==> config.mk <==
export PLATFORM = sky130hd
export DESIGN_NAME = branch_ring_top
export DESIGN_NICKNAME = d
export VERILOG_FILES = /design/src/rtl/brr_pkg.sv /design/src/rtl/brr_ctrl.sv /design/src/rtl/brr_store.sv /design/src/rtl/brr_regs.sv /design/src/rtl/branch_ring_top.sv
export SDC_FILE = /design/constraint.sdc
export NUM_CORES = 2
export LEC_CHECK = 0
export BUFFER_PORTS_ARGS = -buffer_cell sky130_fd_sc_hd__buf_2
export CORE_MARGIN = 2
export CORE_UTILIZATION = 35
export CTS_CLUSTER_SIZE = 40
export DETAILED_ROUTE_END_ITERATION = 8
export PLACE_DENSITY = 0.56
export SLEW_MARGIN = 20
export SYNTH_ARGS = -nofsm -noshare
export SYNTH_HDL_FRONTEND = slang
export SYNTH_SLANG_ARGS = --single-unit
export TNS_END_PERCENT = 10
==> constraint.sdc <==
create_clock -name clk -period 5.8 [get_ports clk]
set_clock_uncertainty 0.2 [all_clocks]
set_input_delay 0.87 -clock clk [delete_from_list [all_inputs] [get_ports clk]]
set_output_delay 0.87 -clock clk [all_outputs]
set_load 0.005 [all_outputs]
==> src/rtl/brr_pkg.sv <==
package brr_pkg;

    localparam int AW = 8;
    localparam int DW = 64;

    localparam logic [AW-1:0] ADDR_CTRL  = 8'h00;
    localparam logic [AW-1:0] ADDR_PTR   = 8'h01;
    localparam logic [AW-1:0] ADDR_CAP   = 8'h02;
    localparam logic [AW-1:0] ENTRY_BASE = 8'h10;

    typedef enum logic [5:0] {
        FMT_SEG32 = 6'd0,
        FMT_LIN64 = 6'd1,
        FMT_EFF64 = 6'd2
    } fmt_e;

    typedef struct packed {
        logic [DW-1:0] src;
        logic [DW-1:0] dst;
    } rec_t;

    function automatic logic [DW-1:0] shape_addr(input fmt_e f, input logic [DW-1:0] a);
        return (f == FMT_SEG32) ? {32'b0, a[31:0]} : a;
    endfunction

endpackage

==> src/rtl/brr_ctrl.sv <==
module brr_ctrl (
    input  logic                 clk,
    input  logic                 rst,
    input  logic                 pmi_req,
    input  logic                 wr_ctrl,
    input  logic                 wr_bit,
    output logic                 rec_en
);
    always_ff @(posedge clk) begin
        if (rst)
            rec_en <= 1'b0;
        else if (pmi_req)
            rec_en <= 1'b0;
        else if (wr_ctrl)
            rec_en <= wr_bit;
    end


    freeze_clears_chk: assert property (@(posedge clk) disable iff (rst)
        pmi_req |=> !rec_en);


    no_self_enable_chk: assert property (@(posedge clk) disable iff (rst)
        (!rec_en && !(wr_ctrl && wr_bit)) |=> !rec_en);

endmodule

==> src/rtl/brr_store.sv <==
module brr_store
    import brr_pkg::*;
#(
    parameter int   DEPTH = 8,
    parameter fmt_e FMT   = FMT_LIN64,
    localparam int  PW    = (DEPTH > 1) ? $clog2(DEPTH) : 1
) (
    input  logic                    clk,
    input  logic                    rst,
    input  logic                    rec_en,
    input  logic                    ev_valid,
    input  logic [DW-1:0]           ev_src,
    input  logic [DW-1:0]           ev_dst,
    output logic [PW-1:0]           tos,
    output rec_t [DEPTH-1:0]        ring
);
    localparam logic [PW-1:0] LAST = PW'(DEPTH - 1);

    logic [PW-1:0] tos_nxt;
    rec_t          incoming;

    always_comb begin
        tos_nxt      = (tos == LAST) ? '0 : tos + 1'b1;
        incoming.src = shape_addr(FMT, ev_src);
        incoming.dst = shape_addr(FMT, ev_dst);
    end

    always_ff @(posedge clk) begin
        if (rst) begin
            tos  <= '0;
            ring <= '0;
        end else if (ev_valid && rec_en) begin
            tos            <= tos_nxt;
            ring[tos_nxt]  <= incoming;
        end
    end


    tos_range_chk: assert property (@(posedge clk) disable iff (rst)
        tos <= LAST);


    idle_when_off_chk: assert property (@(posedge clk) disable iff (rst)
        !rec_en |=> ($stable(tos) && $stable(ring)));


    step_one_chk: assert property (@(posedge clk) disable iff (rst)
        (ev_valid && rec_en) |=>
            (tos == (($past(tos) == LAST) ? '0 : $past(tos) + 1'b1)));


    newest_pair_chk: assert property (@(posedge clk) disable iff (rst)
        (ev_valid && rec_en) |=>
            (ring[tos].src == shape_addr(FMT, $past(ev_src)) &&
             ring[tos].dst == shape_addr(FMT, $past(ev_dst))));

endmodule

==> src/rtl/brr_regs.sv <==
module brr_regs
    import brr_pkg::*;
#(
    parameter int   DEPTH = 8,
    parameter fmt_e FMT   = FMT_LIN64,
    localparam int  PW    = (DEPTH > 1) ? $clog2(DEPTH) : 1
) (
    input  logic [AW-1:0]     reg_addr,
    input  logic              rec_en,
    input  logic [PW-1:0]     tos,
    input  rec_t [DEPTH-1:0]  ring,
    output logic [DW-1:0]     rdata
);
    localparam int SPAN = 2 * DEPTH;

    logic [AW-1:0] off;
    logic [PW-1:0] idx;
    logic          in_ring;

    always_comb begin
        off     = reg_addr - ENTRY_BASE;
        idx     = off[PW:1];
        in_ring = (reg_addr >= ENTRY_BASE) && (int'(off) < SPAN);
        rdata   = '0;
        if (reg_addr == ADDR_CTRL)
            rdata = {{(DW-1){1'b0}}, rec_en};
        else if (reg_addr == ADDR_PTR)
            rdata = {{(DW-PW){1'b0}}, tos};
        else if (reg_addr == ADDR_CAP)
            rdata = {{(DW-6){1'b0}}, FMT};
        else if (in_ring)
            rdata = off[0] ? ring[idx].dst : ring[idx].src;
    end


    always_comb begin
        if (reg_addr == ADDR_CAP)
            cap_value_chk: assert (rdata[5:0] == FMT && rdata[DW-1:6] == '0);
    end

endmodule

==> src/rtl/branch_ring_top.sv <==
module branch_ring_top
    import brr_pkg::*;
#(
    parameter int   DEPTH = 8,
    parameter fmt_e FMT   = FMT_LIN64
) (
    input  logic          clk,
    input  logic          rst,
    input  logic          ev_valid,
    input  logic [63:0]   ev_src,
    input  logic [63:0]   ev_dst,
    input  logic          pmi_req,
    input  logic [7:0]    reg_addr,
    input  logic          reg_wr,
    input  logic [63:0]   reg_wdata,
    output logic [63:0]   reg_rdata
);
    localparam int PW = (DEPTH > 1) ? $clog2(DEPTH) : 1;

    logic             rec_en;
    logic [PW-1:0]    tos;
    rec_t [DEPTH-1:0] ring;

    brr_ctrl u_ctrl (
        .clk     (clk),
        .rst     (rst),
        .pmi_req (pmi_req),
        .wr_ctrl (reg_wr && (reg_addr == ADDR_CTRL)),
        .wr_bit  (reg_wdata[0]),
        .rec_en  (rec_en)
    );

    brr_store #(.DEPTH(DEPTH), .FMT(FMT)) u_store (
        .clk      (clk),
        .rst      (rst),
        .rec_en   (rec_en),
        .ev_valid (ev_valid),
        .ev_src   (ev_src),
        .ev_dst   (ev_dst),
        .tos      (tos),
        .ring     (ring)
    );

    brr_regs #(.DEPTH(DEPTH), .FMT(FMT)) u_regs (
        .reg_addr (reg_addr),
        .rec_en   (rec_en),
        .tos      (tos),
        .ring     (ring),
        .rdata    (reg_rdata)
    );

endmodule

==> flow_summary.yaml <==
status:
  status: "finished, final reports clean"
worst_setup_path:
  crit_path_start_kind: "primary input"
  criticalPathCategory: "in2out"
  cpPeakStageDelay_ps: 820
  crit_buf_inv: 3
  path_cells: "buf_2 > nor4b_2 > buf_4 > nand2_4 > o22ai_1 > buf_2"
  crit_required_ps: 4730
  path_max_fanout: 40
  crit_slowest_cell: "o22ai_1"
  crit_top_cell: "buf_2"
  r2r_slack_ps: 1930
  cp_top_family: "compound AO/OA/AOI/OAI gates"
  worst_ep_arrival_time_ps: 3160
  crit_path_end_kind: "primary output"
clocking:
  tritoncts: "yes"
  insertion_delay_ps: 730
  cts_root_buf: "clkbuf_16"
  postCtsHoldBufs: 0
  path_clk_slew_ps: 60
  cts-buffers-inserted: 110
  cts_sinks: 1028
  clk_path_buf_depth: 3
  cts_setup_buffers: 0
  cts_max_level: 3
  ctsResizeCount: 0
sta:
  grt_setup_unrepaired: "false"
  fmax_mhz: 236
  max-slew-margin-rel: 0.271
  slew_violations: 0
  finalSetupViolCount: 0
  fin_ws_ps: 1570
  period_needed_ps: 4230
  fin_tns_setup_ps: 0
  worst_pin_slew_ps: 1090
  post-route-period-util: 0.730
  hold_viol: 0
final_layout:
  final_cells: 6773
  final_common_cell: "nand2_1"
  layout_common_cells: "nand2_1, a21oi_1, dfxtp_1"
  multiInputGateArea_um2: 20900
  drive_above_1_share: 0.141
  area_growth_pct: 11.9
  n_fill_cell: 12500
  nets: 5224
  register_area_um2: 20600
logic_synthesis:
  yosysUniqueCellTypes: 43
  synth_xor_area_frac: 0
  syn_area_um2: 44000
  synth-adder-area-share: 0.000569
  async_reset_ff_frac: 0
  postSynthCellCount: 5193
  yosysWarnings: 0
  synthFlopType: "dfxtp_1"
  synth_compound_area_frac: 0.129
  synth_seq_cells: 1028
  synthSimpleGateAreaFrac: 0.184
  synth_area_per_cell_um2: 8.47
  yosys-mux-area-fraction: 0.158
  synth_top_family_by_area: "simple AND/OR/NAND/NOR gates"
  seq_area_frac_synth: 0.468
  synth_fp_nets: 5400
  synth_edf_count: 0
power:
  clockPowerShare: 0.491
  combPwrFrac: 0.037
  seqPwrFrac: 0.472
  p_switching_uw: 3440
  internal-power_uw: 11500
  power_leakage_uw: 0.0160
  power.total_uw: 15000
  peakVddDrop_mv: 0.244
  powerDensity_nw_per_um2: 304
  switching_share: 0.230
drt:
  via_per_inst: 5.27
  vias: 35700
  routed_wl_um: 141000
  drtIter0Drc: 3539
  wire_per_inst_um: 20.8
  drt_pass1_iterations: 5
  drc: 0
  ant_nets: 0
global_routing:
  antenna_found_initial: 45
  grtUsageTotal: 0.215
  grt_pass1_wl_um: 212000
  grt_max_degree: 184
  gr-total-overflow: 0
  grt_pass1_vias: 33900
floorplanning:
  core_um2: 125000
  core.rowCount: 130
  die_x_um: 358
  die_h_um: 358
  die-area_um2: 128000
  io_pins: 269
  start_util: 0.352
place:
  dpl.hpwl_um: 75100
  io_buffers: 205
  place_congestion: 0.761
  dpl_worst_slack_ps: 1560
  dp.cells: 6555
job:
  maxCapViolations: 0
worst_hold_path:
  min_path_type: "in2reg"
[cell usage after synthesis (all sizes together), types with 4 or more instances]
master,n,share of area
nand2,2062,0.18
a21oi,1028,0.12
dfxtp,1028,0.47
buf,377,0.045
mux4,248,0.13
clkbuf,178,0.015
mux2i,133,0.030
o22ai,61,0.0087
nor2,12,0.0010
nand3,7,0.00080
nand2b,6,0.00085
nor3,6,0.00080
mux2,4,0.0010
nor2b,4,0.00057
[flip-flops by register name, indices dropped and copies added, names as in the netlist]
signal / flops
u_ctrl.rec_en: 1
u_store.tos: 3
u_store.ring: 1024
[worst register-to-register path: stages, from the launching register on]
cell and delay (ps):
dfxtp_1 650, ha_1 240, ha_1 370, nor2b_1 580, nand2_4 690, buf_4 710, nand2_1 180, a21oi_1 70
[worst paths after layout]
path | startpoint | to | depth (start not counted)
max | reg_addr[6] | reg_rdata[6] | 6
min | pmi_req | u_ctrl.rec_en$_SDFFE_PP0P_ | 2
max reg2reg | u_store.tos[0]$_SDFFE_PP0P_ | u_store.ring[229]$_SDFFE_PP0P_ | 7
min reg2reg | u_store.ring[83]$_SDFFE_PP0P_ | u_store.ring[83]$_SDFFE_PP0P_ | 2
[routing by layer]
layer | share of wire | up-vias | track usage | wire (um)
met5 | 0.0012 | - | 0 | 167
met4 | 0.020 | 26 | 0.0514 | 2830
met3 | 0.069 | 234 | 0.0447 | 9740
met2 | 0.47 | 1033 | 0.352 | 66400
met1 | 0.44 | 17400 | 0.289 | 61400
li1 | - | 17000 | - | -
[power by group through the flow]
| stage | clock network [uW] | registers (uW) | logic, uW |
|---|---|---|---|
| after global placement | 0 | 7220 | 553 |
| after CTS | 7490 | 7060 | 554 |
| after global routing | 7810 | 7060 | 588 |
| after floorplan | 0 | 7220 | 405 |
| after detailed placement | 0 | 7220 | 553 |
| final | 7350 | 7060 | 551 |
[area by class of cell]
class | instances | share of cell area
tap | 1650 | 0.0419
clock buffer | 154 | 0.0644
antenna | 14 | 0.000712
inverter | 2 | 0.000153
clock inverter | 50 | 0.0124
timing repair buffer | 267 | 0.0382
multi-input combinational | 3608 | 0.424
sequential | 1028 | 0.418
[per-stage QoR]
stage,utilization,area [um^2],hold WS (ps)
floorplan,-,44000,232
global placement,0.363,45400,239
detailed placement,0.363,45400,244
CTS,0.393,49200,53.9
global route,0.393,49200,59.9
finish,0.394,49200,104
[cell families after synthesis]
| family | after synthesis |
|---|---|
| buffers and inverters | 557 |
| multiplexers | 385 |
| adder cells (fa/ha/maj) | 2 |
| AND/OR/NAND/NOR | 2116 |
| AO/OA/AOI/OAI | 1105 |
| flip-flops | 1028 |
Note: power is estimated with default switching activity, not from simulation.
